$ cat src/rtl/pt_walker_pkg.sv
package pt_walker_pkg;

  typedef enum logic [1:0] {
    FLT_NONE    = 2'd0,
    FLT_SIGN    = 2'd1,
    FLT_INVALID = 2'd2,
    FLT_PROT    = 2'd3
  } fault_e;

  typedef enum logic [1:0] {
    SEG_UCODE  = 2'd0,
    SEG_USTACK = 2'd1,
    SEG_KERNEL = 2'd2,
    SEG_RSVD   = 2'd3
  } seg_e;

  typedef enum logic [2:0] {
    ST_IDLE,
    ST_CHK,
    ST_SEND,
    ST_WAIT,
    ST_DONE
  } walk_state_e;

endpackage

$ cat src/rtl/pt_va_decode.sv
module pt_va_decode
  import pt_walker_pkg::*;
#(
  parameter int ADDR_W    = 64,
  parameter int VA_BITS   = 43,
  parameter int IDX_BITS  = 10,
  parameter int LEVELS    = 3
) (
  input  logic [ADDR_W-1:0]                va_i,
  output logic                             sign_ok_o,
  output seg_e                             seg_o,
  output logic [LEVELS-1:0][IDX_BITS-1:0]  idx_o
);
  localparam int HI_W = ADDR_W - VA_BITS + 1;

  logic [HI_W-1:0] hi;
  assign hi        = va_i[ADDR_W-1 -: HI_W];
  assign sign_ok_o = (&hi) | ~(|hi);

  always_comb begin
    if (!va_i[ADDR_W-1])      seg_o = SEG_UCODE;
    else if (va_i[ADDR_W-2])  seg_o = SEG_USTACK;
    else                      seg_o = SEG_KERNEL;
  end

  // level 1 takes the highest index field
  for (genvar g = 0; g < LEVELS; g++) begin : g_idx
    assign idx_o[g] = va_i[VA_BITS-1 - g*IDX_BITS -: IDX_BITS];
  end

endmodule

$ cat src/rtl/pt_perm_check.sv
module pt_perm_check (
  input  logic [3:0] flags_i,   // {user wr, kernel wr, user rd, kernel rd}
  input  logic       user_i,
  input  logic       write_i,
  output logic       allow_o
);
  assign allow_o = flags_i[{write_i, user_i}];
endmodule

$ cat src/rtl/pt_walker.sv
module pt_walker
  import pt_walker_pkg::*;
#(
  parameter int ADDR_W    = 64,
  parameter int VA_BITS   = 43,
  parameter int PAGE_BITS = 13,
  parameter int IDX_BITS  = 10,
  parameter int LEVELS    = 3,
  parameter int PFN_LSB   = 32
) (
  input  logic              clk_i,
  input  logic              rst_ni,
  input  logic              req_valid_i,
  output logic              req_ready_o,
  input  logic [ADDR_W-1:0] req_vaddr_i,
  input  logic              req_user_i,
  input  logic              req_write_i,
  input  logic [ADDR_W-1:0] ptbr_i,
  output logic              mem_req_valid_o,
  input  logic              mem_req_ready_i,
  output logic [ADDR_W-1:0] mem_req_addr_o,
  input  logic              mem_rsp_valid_i,
  input  logic [ADDR_W-1:0] mem_rsp_data_i,
  output logic              rsp_valid_o,
  output logic [ADDR_W-1:0] rsp_paddr_o,
  output logic [1:0]        rsp_fault_o,
  output logic [1:0]        rsp_level_o,
  output logic [1:0]        rsp_seg_o
);
  localparam int LVL_W     = $clog2(LEVELS + 1);
  localparam int PTE_SHIFT = 3;
  localparam int PFN_W     = ADDR_W - PFN_LSB;

  walk_state_e state_q;
  logic [ADDR_W-1:0] va_q, base_q, paddr_q;
  logic              user_q, write_q;
  logic [LVL_W-1:0]  lvl_q, flt_lvl_q;
  fault_e            fault_q;

  logic                            sign_ok;
  seg_e                            seg;
  logic [LEVELS-1:0][IDX_BITS-1:0] idx;
  logic                            allow;
  logic [PFN_W-1:0]                pfn;
  logic [ADDR_W-1:0]               frame_base;
  logic                            last_lvl;

  pt_va_decode #(
    .ADDR_W(ADDR_W), .VA_BITS(VA_BITS), .IDX_BITS(IDX_BITS), .LEVELS(LEVELS)
  ) u_decode (
    .va_i(va_q), .sign_ok_o(sign_ok), .seg_o(seg), .idx_o(idx)
  );

  pt_perm_check u_perm (
    .flags_i(mem_rsp_data_i[4:1]),
    .user_i (user_q),
    .write_i(write_q),
    .allow_o(allow)
  );

  assign pfn        = mem_rsp_data_i[ADDR_W-1:PFN_LSB];
  assign frame_base = ADDR_W'(pfn) << PAGE_BITS;
  assign last_lvl   = (lvl_q == LVL_W'(LEVELS - 1));

  assign req_ready_o     = (state_q == ST_IDLE);
  assign mem_req_valid_o = (state_q == ST_SEND);
  assign mem_req_addr_o  = base_q + (ADDR_W'(idx[lvl_q]) << PTE_SHIFT);
  assign rsp_valid_o     = (state_q == ST_DONE);
  assign rsp_paddr_o     = paddr_q;
  assign rsp_fault_o     = fault_q;
  assign rsp_level_o     = flt_lvl_q;
  assign rsp_seg_o       = seg;

  always_ff @(posedge clk_i or negedge rst_ni) begin
    if (!rst_ni) begin
      state_q   <= ST_IDLE;
      va_q      <= '0;
      base_q    <= '0;
      paddr_q   <= '0;
      user_q    <= 1'b0;
      write_q   <= 1'b0;
      lvl_q     <= '0;
      flt_lvl_q <= '0;
      fault_q   <= FLT_NONE;
    end else begin
      unique case (state_q)
        ST_IDLE: if (req_valid_i) begin
          va_q      <= req_vaddr_i;
          user_q    <= req_user_i;
          write_q   <= req_write_i;
          base_q    <= ptbr_i;
          lvl_q     <= '0;
          flt_lvl_q <= '0;
          paddr_q   <= '0;
          fault_q   <= FLT_NONE;
          state_q   <= ST_CHK;
        end
        ST_CHK: begin
          if (sign_ok) state_q <= ST_SEND;
          else begin
            fault_q <= FLT_SIGN;
            state_q <= ST_DONE;
          end
        end
        ST_SEND: if (mem_req_ready_i) state_q <= ST_WAIT;
        ST_WAIT: if (mem_rsp_valid_i) begin
          if (!mem_rsp_data_i[0]) begin
            fault_q   <= FLT_INVALID;
            flt_lvl_q <= lvl_q + 1'b1;
            state_q   <= ST_DONE;
          end else if (!last_lvl) begin
            base_q  <= frame_base;
            lvl_q   <= lvl_q + 1'b1;
            state_q <= ST_SEND;
          end else begin
            flt_lvl_q <= LVL_W'(LEVELS);
            state_q   <= ST_DONE;
            if (allow) paddr_q <= frame_base | ADDR_W'(va_q[PAGE_BITS-1:0]);
            else       fault_q <= FLT_PROT;
          end
        end
        ST_DONE: state_q <= ST_IDLE;
        default: state_q <= ST_IDLE;
      endcase
    end
  end

endmodule

$ cat config.mk
export PLATFORM = sky130hd
export DESIGN_NAME = pt_walker
export DESIGN_NICKNAME = d
export VERILOG_FILES = /design/src/rtl/pt_walker_pkg.sv /design/src/rtl/pt_va_decode.sv /design/src/rtl/pt_perm_check.sv /design/src/rtl/pt_walker.sv
export SDC_FILE = /design/constraint.sdc
export NUM_CORES = 1
export LEC_CHECK = 0
export BUFFER_PORTS_ARGS = -buffer_cell sky130_fd_sc_hd__buf_2
export CAP_MARGIN = 20
export CORE_MARGIN = 2
export CORE_UTILIZATION = 51
export CTS_BUF_LIST = sky130_fd_sc_hd__clkbuf_16
export DETAILED_ROUTE_END_ITERATION = 7
export PLACE_DENSITY = 0.93
export RECOVER_POWER = 50
export SLEW_MARGIN = 10
export SYNTH_ARGS = -nofsm -noshare
export SYNTH_HDL_FRONTEND = slang
export SYNTH_HIERARCHICAL = 1
export SYNTH_SLANG_ARGS = --single-unit
$ cat constraint.sdc
create_clock -name clk_i -period 3.4 [get_ports clk_i]
set_clock_uncertainty 0.15 [all_clocks]
set_input_delay 0 -clock clk_i [delete_from_list [all_inputs] [get_ports clk_i]]
set_output_delay 0 -clock clk_i [all_outputs]
set_load 0.02 [all_outputs]
Word-level counts from Yosys, hierarchy flattened
Cells that the tools add are included.

cells by class
  $add $sub $neg = 2
  $lt $le $gt $ge = 2
  eq/ne operators = 15
  muxes and demuxes = 39
  bitwise operators = 3
  reduce and logical (&&, ||, !) cells = 11

operators with widths
  kind                                                                   count
  64-bit 2-to-1 mux                                                      9
  64-bit case mux with 2 select lines                                    2
  64-bit by 13-bit adder with 64-bit output                              1
  45-bit by 13-bit OR with 45-bit output                                 1
  2-bit 2-to-1 mux                                                       14
  22-bit AND reduction                                                   1
  22-bit OR reduction                                                    1
  10-bit binary-select mux with 2-bit select                             1
  3-bit 2-to-1 mux                                                       6
  2-bit inequality test, second input constant                           7
  3-bit case mux with 4 select lines                                     1
  6-bit AND reduction                                                    2
  10-bit 2-to-1 mux                                                      1
  2-bit case mux with 2 select lines                                     2
  3-bit by 2-bit equality test with 1-bit output, second input constant  2
  2-bit by 3-bit < comparator with 1-bit output, second input constant   2
  3-bit inequality test, second input constant                           2
  2-bit case mux with 3 select lines                                     1
  5-bit AND reduction                                                    1
  4-bit AND reduction                                                    1
  3-bit by 1-bit equality test with 1-bit output, second input constant  1
  3-bit equality test, second input constant                             1
  3-bit logical NOT                                                      1
  3-bit AND reduction                                                    1
  10 further kinds                                                       10

storage, ports and cells
  bits in registers = 203
  output and inout port bits = 137
  logic and storage cells = 81

Logic depth before layout (Yosys ltp)
Gate-level depths: netlist of the first run.

  word-level depth = 7
  mapped depth = 13
  depth with buffers taken out = 12

Hierarchy
The synthesis of the first run kept the hierarchy.

by module, submodules not included
  module         times used  cells each  area an instance (um^2)  seq. area each (um^2)
  pt_walker      1           1085        9171.3                   4604.4
  pt_va_decode   1           46          341.6                    0.0
  pt_perm_check  1           1           22.5                     0.0

Worst setup path before layout of the first run
OpenSTA, ideal clock, no wires.

  path type = register to output
  from = register lvl_q[1]
  to = output port mem_req_addr_o[45]
  arrival time = 3.024 ns
  data required time = 3.250 ns
  slack = 0.226 ns
  stages on the path, launching flop included = 12
  path buffers = 2
  cells stage by stage = dfrtp_1 > buf_1 > mux2i_1 > o21ai_0 > fa_1 > a21oi_1 > o21ai_1 > a211oi_1 > or3_1 > buf_6 > and4bb_1 > xor2_1

between the ends
  word-level cells in the longest chain between the ends = 3

ends and longest elaborated chain
  item                                        RTL line          RTL
  start: declaration                          pt_walker.sv:37   logic [LVL_W-1:0] lvl_q, flt_lvl_q;
  start signal: assignment                    pt_walker.sv:113  lvl_q <= lvl_q + 1'b1;
  10-bit binary-select mux with 2-bit select  pt_walker.sv:67   assign mem_req_addr_o = base_q + (ADDR_W'(idx[lvl_q]) << PTE_SHIFT);
  10-bit 2-to-1 mux (not written as such)     pt_walker.sv:67
  64-bit by 13-bit adder with 64-bit output   pt_walker.sv:67
  end: declaration                            pt_walker.sv:21   output logic [ADDR_W-1:0] mem_req_addr_o,

No other way between the ends. The select of a mux whose other input is x is not followed.

Worst setup path after layout of the first run
  from = register lvl_q[1]
  to = output port mem_req_addr_o[36]

The elaborated chain is that of the path after synthesis.

==> results.json, run 1 <==
{
  "status": "finished with violations",
  "violations": "design-rule violations, max-capacitance violations, max-slew violations, negative setup slack",
  "die_width_um": 141,
  "wl_per_cell_um": 20.2,
  "worstRegToRegCells": 9,
  "holdCritPathClass": "input port to flip-flop",
  "via_count": 10700,
  "detail-route-antenna-nets": 0,
  "power.density_nw_per_um2": 566,
  "worst_r2r_startpoint": "lvl_q[1]$_DFFE_PN0P_",
  "grt_use_met2_pct": 59.6,
  "crit_fanout": 6,
  "finalHoldViolations": 0,
  "grt_max_degree": 99,
  "path_buf_inv": 5,
  "cap_violations": 1,
  "hold_depth": 4,
  "startpoint_type": "flip-flop",
  "leakagePower_nw": 6.73,
  "dp_hpwl_um": 19600,
  "final.setup.worst_slack_ns": -0.459,
  "grtUsageMet1_pct": 39.0,
  "holdWs_ns": 0.153,
  "final_area_um2": 14000,
  "vdd_drop_max_mv": 0.345,
  "cpLargestDelayFamily": "buffers and inverters",
  "fp.dieArea_um2": 19800,
  "arrival_ns": 3.71,
  "crit_start": "lvl_q[1]$_DFFE_PN0P_",
  "fin_nets": 1799,
  "dpl-instance-area_um2": 10900,
  "yosysSeqAreaShare_pct": 48.3,
  "die_y_um": 141,
  "cp-end-kind": "primary output",
  "grt_usage_pct": 34.2,
  "start_util_pct": 51.5,
  "period_share_pct": 113,
  "row_count": 50,
  "worstSetupPathType": "flip-flop to primary output",
  "clkTransAtPathRegs_ns": 0.07,
  "cts_num_sinks": 184,
  "power_mw": 7.91,
  "yosysUniqueCellTypes": 57,
  "insertion_delay_ns": 0.42,
  "io_buffers": 289,
  "fin_cells": 1836,
  "ctsLongestPathBuffers": 2,
  "place_congestion": 0.922,
  "synthArstFlopShare_pct": 100,
  "ys_warn_count": 6,
  "rsz0062_at_grt": "true",
  "vias_per_cell": 5.83,
  "finalSetupViolCount": 46,
  "clockRootBuffer": "clkbuf_16",
  "cts_made_buffers": 17,
  "wirelength_um": 37100,
  "io_pins": 336,
  "slowest_delay_ns": 0.47,
  "first_pass_iters": 8,
  "reg2reg_slack_ns": 0.25,
  "areaGrowthSynthToFinish_pct": 46.6,
  "drc_errors": 1,
  "synth_cells": 1132,
  "ys_ff_latch": 184,
  "drt_iter0_drc": 982,
  "coreArea_um2": 18500,
  "antenna_found_initial": 0,
  "max_freq_mhz": 259,
  "timing.rr.end": "base_q[22]$_DFFE_PN0P_",
  "grt_most_used_layer": "met2",
  "synth_area_um2": 9540,
  "drive_above_1_share_pct": 22.5,
  "grt_util_met3_pct": 6.28,
  "synth_ff_type": "dfrtp_1",
  "max_slew.worst_pin.slew_ns": 2.53,
  "slew_headroom_pct": -68.8,
  "grt_pass1_vias": 10500,
  "critical-path-slowest-cell": "dfrtp_2",
  "critPathRequiredTime_ns": 3.25,
  "utilization_pct": 75.5,
  "crit_path_cell_trace": "buf_6, buf_6, mux2i_2, o21ai_2, ha_4, nand2_4, nor3b_4, o211ai_1, a21oi_2, buf_4, buf_12, nand4_1, xnor2_2, buf_4",
  "cp.depth": 14,
  "grt_pass1_wl_um": 53700,
  "htreeDepth": 4,
  "fin_crit_ns": 3.86,
  "gr-total-overflow": 0,
  "crit_end": "mem_req_addr_o[36]",
  "dp.cells": 1575,
  "synth_edf_count": 0,
  "cts_tree": "done",
  "syn_area_per_cell_um2": 8.42,
  "final-max-slew-violation-count": 95
}
## metal layers
| metal | vias to the layer above | wire length (um) |
|---|---|---|
| li1 | 4600 | - |
| met1 | 4977 | 12900 |
| met2 | 868 | 18200 |
| met3 | 266 | 3160 |
| met4 | 0 | 2920 |
| met5 | - | 0 |
## power breakdown
part	switching, mW	internal, mW
Sequential	0.459	2.57
Combinational	1.67	1.23
Clock	0.892	1.09
Total	3.02	4.88
## through the flow
step,setup WS [ns],setup TNS (ns)
2_1_floorplan,0.226,0
4_1_cts,-0.0225,-0.0585
3_3_place_gp,0.204,0
3_5_place_dp,0.0587,0
5_1_grt,-0.497,-8.93
6_report,-0.459,-5.54
## area by class of cell
type                    count  area, um2
repair buffers            533       3870
inverters                   5       18.8
fillers                  1106       4540
multi-input cells         847       4610
clock inverters            15        145
flip-flops and latches    184       4610
clock buffers              17        425
well taps                 234        293
diodes                      1       2.50
## worst min-delay path by stage
| stage | from | endpoint | slack (ns) |
|---|---|---|---|
| final | req_vaddr_i[52] | va_q[52]$_DFFE_PN0P_ | 0.15 |
| after global routing | req_vaddr_i[58] | va_q[58]$_DFFE_PN0P_ | 0.16 |
| after CTS | rst_ni | base_q[2]$_DFFE_PN0P_ | 0.07 |
| after detailed placement | rst_ni | base_q[2]$_DFFE_PN0P_ | -0.03 |
| after global placement | rst_ni | base_q[0]$_DFFE_PN0P_ | -0.03 |
| after floorplan | rst_ni | base_q[0]$_DFFE_PN0P_ | -0.45 |
## cells by family (layout without fill, tap and decap cells)
logic type | count (synthesis) | after routing | synth area share (%)
other | 1 | 20 | 0.0393
DFF | 184 | 184 | 48.3
adders and majority gates | 12 | 12 | 1.65
and+or+nand+nor | 621 | 622 | 28.8
muxes | 12 | 12 | 1.40
xor gates and xnor gates | 59 | 59 | 5.42
AOI/OAI and AO/OA | 123 | 123 | 7.39
buffers and inverters | 120 | 570 | 7.03
## placed cells by master, fill, tap and decap left out, drive strengths merged, types with 2 or more instances in the layout
master       netlist  routed
nor2b              5       5
conb               1      19
ha                11      11
nor2              48      48
nand3             50      50
buf               58     270
clkbuf            57      75
and4               3       3
a21oi             14      14
and3              15      15
bufinv             0       2
mux2i             10      10
nor3b              4       4
nand2            430     430
dlygate4sd3        0     205
xnor2             44      44
and2               3       3
a31oi             35      35
clkinv             0       7
dfrtp            184     184
xor2              15      15
nor4               8       8
nand4             34      34
o31ai              2       2
or2                2       2
nor3              12      12
a21o               2       2
or3                2       3
o21ai             63      63
inv                5      11
## registers in the layout, summed over array words and instances, names as in the netlist
register	count
base_q	64
va_q	64
rsp_paddr_o	45
state_q	3
lvl_q	2
rsp_fault_o	2
rsp_level_o	2
user_q	1
write_q	1
## cells in the mapped netlist (all sizes together) (12+ instances only)
master | n | share of area [%]
nor2 | 48 | 1.9
dfrtp | 184 | 48
xor2 | 15 | 1.4
a31oi | 35 | 2.3
buf | 58 | 4.4
nand4 | 34 | 2.4
and3 | 15 | 1.1
o21ai | 63 | 3.3
a21oi | 14 | 0.73
nor3 | 12 | 0.89
clkbuf | 57 | 2.4
xnor2 | 44 | 4.0
nand2 | 430 | 17
nand3 | 50 | 2.7
## worst register-to-register path: cells and delay by family, from the launching register on
family / cells / cell delay, ns
flip-flops: 1 / 0.48
AND/OR/NAND/NOR: 4 / 1.06
buffers and inverters: 3 / 1.00
AO/OA/AOI/OAI: 1 / 0.19
adder cells (fa/ha/maj): 1 / 0.21
## what timing repair did
action,4_1_cts,5_1_grt
pin swaps,10,32
setup endpoints to repair,38,52
hold buffers,205,0
gates resized for setup,16,61
hold endpoints to repair,262,0
buffers inserted,7,15
gates cloned,0,3
(Power assumes the default switching activity.)
==> run 2, diff against run 1 <==
BUFFER_PORTS_ARGS = unset   (was -buffer_cell sky130_fd_sc_hd__buf_2)
CORE_AREA = 2 2 129 131   (was unset)
CORE_MARGIN = unset   (was 2)
CORE_UTILIZATION = unset   (was 51)
DIE_AREA = 0 0 131 133   (was unset)
DONT_BUFFER_PORTS = 1   (was unset)
PLACE_DENSITY = 0.87   (was 0.93)
==> run 2 against run 1 <==
- the run ends with negative hold slack, negative setup slack left
- clock-buffer cell count stayed put
- worst setup slack got worse by 0.088 ns
- routed wire length up 3.4%
- total power is 0.33% lower
- sequential power rose by 1%
- utilization is 6.2 points higher
- critical path depth unchanged
- final area fell by 5.5%
- non-clock buffer count shrank 205
- worst hold slack got worse by 1.0 ns
- flip-flop and latch count unchanged
- register-to-register slack got worse by 0.19 ns
- critical path type unchanged
- largest cell class is now registers
==> results.json, run 2 (synthesized netlist as in run 1, its figures left out) <==
{
  "max_freq_mhz": 253,
  "leakagePower_nw": 6.16,
  "vdd_drop_max_mv": 0.376,
  "status": "finished with violations",
  "areaGrowthSynthToFinish_pct": 38.5,
  "cp.depth": 14,
  "grt_usage_pct": 42.1,
  "place_congestion": 0.920,
  "antenna_found_initial": 5,
  "slowest_delay_ns": 0.49,
  "cap_violations": 0,
  "finalHoldViolations": 184,
  "final-max-slew-violation-count": 0,
  "worst_r2r_startpoint": "lvl_q[1]$_DFFE_PN0P_",
  "vias_per_cell": 6.41,
  "crit_path_cell_trace": "buf_6, buf_6, mux2i_1, o21ai_1, buf_4, fa_2, a21oi_4, o21ai_2, a211oi_2, buf_4, or3_4, nor4_4, xor2_2, buf_6",
  "fin_crit_ns": 3.95,
  "multi_input_comb_area_um2": 4590,
  "crit_start": "lvl_q[1]$_DFFE_PN0P_",
  "violations": "negative hold slack, negative setup slack",
  "cts_made_buffers": 17,
  "arrival_ns": 3.80,
  "power.density_nw_per_um2": 597,
  "critPathRequiredTime_ns": 3.25,
  "met1Wirelength_um": 12000,
  "crit_end": "mem_req_addr_o[57]",
  "detail-route-antenna-nets": 0,
  "routed-wl-met3_um": 5120,
  "final_area_um2": 13200,
  "period_share_pct": 116,
  "die_width_um": 131,
  "dpl_worst_slack_ns": 0.0868,
  "drc_errors": 0,
  "critical-path-slowest-cell": "dfrtp_2",
  "die_y_um": 133,
  "grt_pass1_wl_um": 55600,
  "rsz0062_at_grt": "true",
  "ctsLongestPathBuffers": 2,
  "highest_layer": "met5",
  "first_pass_iters": 6,
  "via_count": 10400,
  "grt_pass1_vias": 10500,
  "final.setup.worst_slack_ns": -0.547,
  "startpoint_type": "flip-flop",
  "drt_iter0_drc": 1278,
  "dp_hpwl_um": 17400,
  "crit_top_cell": "buf_6",
  "holdCritPathClass": "input port to async pin",
  "clockRootBuffer": "clkbuf_16",
  "path_buf_inv": 5,
  "io_buffers": 0,
  "fp.dieArea_um2": 17400,
  "cpLargestDelayFamily": "buffers and inverters",
  "crit_fanout": 7,
  "insertion_delay_ns": 0.42,
  "finalSetupViolCount": 48,
  "wirelength_um": 38400,
  "regArea_um2": 4610,
  "cp-end-kind": "primary output",
  "timing.rr.end": "base_q[35]$_DFFE_PN0P_",
  "final_cell_mix": "nand2_1, dlygate4sd3_1, dfrtp_1",
  "cts_tree": "done",
  "clkTransAtPathRegs_ns": 0.08,
  "slew_headroom_pct": 18.8,
  "row_count": 47,
  "dpl-instance-area_um2": 9810,
  "gr-total-overflow": 0,
  "holdWs_ns": -0.890,
  "reg2reg_slack_ns": 0.06,
  "start_util_pct": 59.0,
  "wl_per_cell_um": 23.7,
  "n_fill_cell": 798,
  "fin_nets": 1594,
  "max_slew.worst_pin.slew_ns": 1.21,
  "wl_met2_um": 17800,
  "dp.cells": 1324,
  "cts_num_sinks": 184,
  "final_common_cell": "nand2_1",
  "io_pins": 336,
  "ctsHoldBuffers": 231,
  "fin_cells": 1620,
  "coreArea_um2": 16200,
  "htreeDepth": 4,
  "drive_above_1_share_pct": 13.4,
  "worstSetupPathType": "flip-flop to primary output",
  "worstRegToRegCells": 10,
  "grt_max_degree": 185
}
==> run 2: power by group <==
part	internal [mW]	switching, mW
Clock	1.02	0.912
Sequential	2.57	0.506
Combinational	1.25	1.63
Total	4.83	3.05
==> run 2: metal layers <==
layer  vias to the layer above  GRT usage (%)
met3                       370           17.6
met2                      1036           67.6
li1                       4176              -
met4                        10           28.4
met1                      4791           44.5
met5                         -              0
==> run 2: layout make-up <==
| type | count | area share, % |
|---|---|---|
| clock inverter | 15 | 0.938 |
| tap | 220 | 2.08 |
| timing repair buffer | 328 | 23.9 |
| inverter | 5 | 0.142 |
| multi-input combinational | 847 | 34.7 |
| antenna | 4 | 0.0758 |
| clock buffer | 17 | 3.22 |
| sequential | 184 | 34.9 |
==> run 2: worst min path at each step <==
stage,from,slack (ns),endpoint
global placement,rst_ni,-0.44,base_q[2]$_DFFE_PN0P_
floorplan,rst_ni,-0.45,base_q[0]$_DFFE_PN0P_
detailed placement,rst_ni,-0.44,base_q[2]$_DFFE_PN0P_
finish,rst_ni,-0.89,base_q[2]$_DFFE_PN0P_
global route,rst_ni,-0.90,base_q[2]$_DFFE_PN0P_
CTS,rst_ni,-0.90,base_q[2]$_DFFE_PN0P_
==> run 2: per-stage QoR <==
stage,utilization [%],setup TNS (ns),power (mW),hold WS [ns]
after floorplan,-,0,4.44,-0.446
final,81.7,-11.46,7.88,-0.890
after detailed placement,60.7,0,4.96,-0.443
after global placement,60.7,0,4.87,-0.442
after CTS,79.6,0,7.35,-0.899
after global routing,81.7,-28.03,8.20,-0.903
==> run 2: worst register-to-register path: stages, from the launching register on <==
cell and delay [ns]:
dfrtp_2 0.49, buf_4 0.16, buf_4 0.13, ha_1 0.21, nor2b_2 0.46, nand3_1 0.20, nand2_2 0.12, buf_6 0.39
nor2_1 0.13, a31oi_1 0.23, dlygate4sd3_1 0.61
==> run 2: what timing repair did <==
action	in CTS	in global routing
endpoints found under the setup margin	45	71
pin swaps	17	24
hold endpoints to repair	355	184
buffers inserted	16	11
cloned	1	2
gates resized for setup	23	46
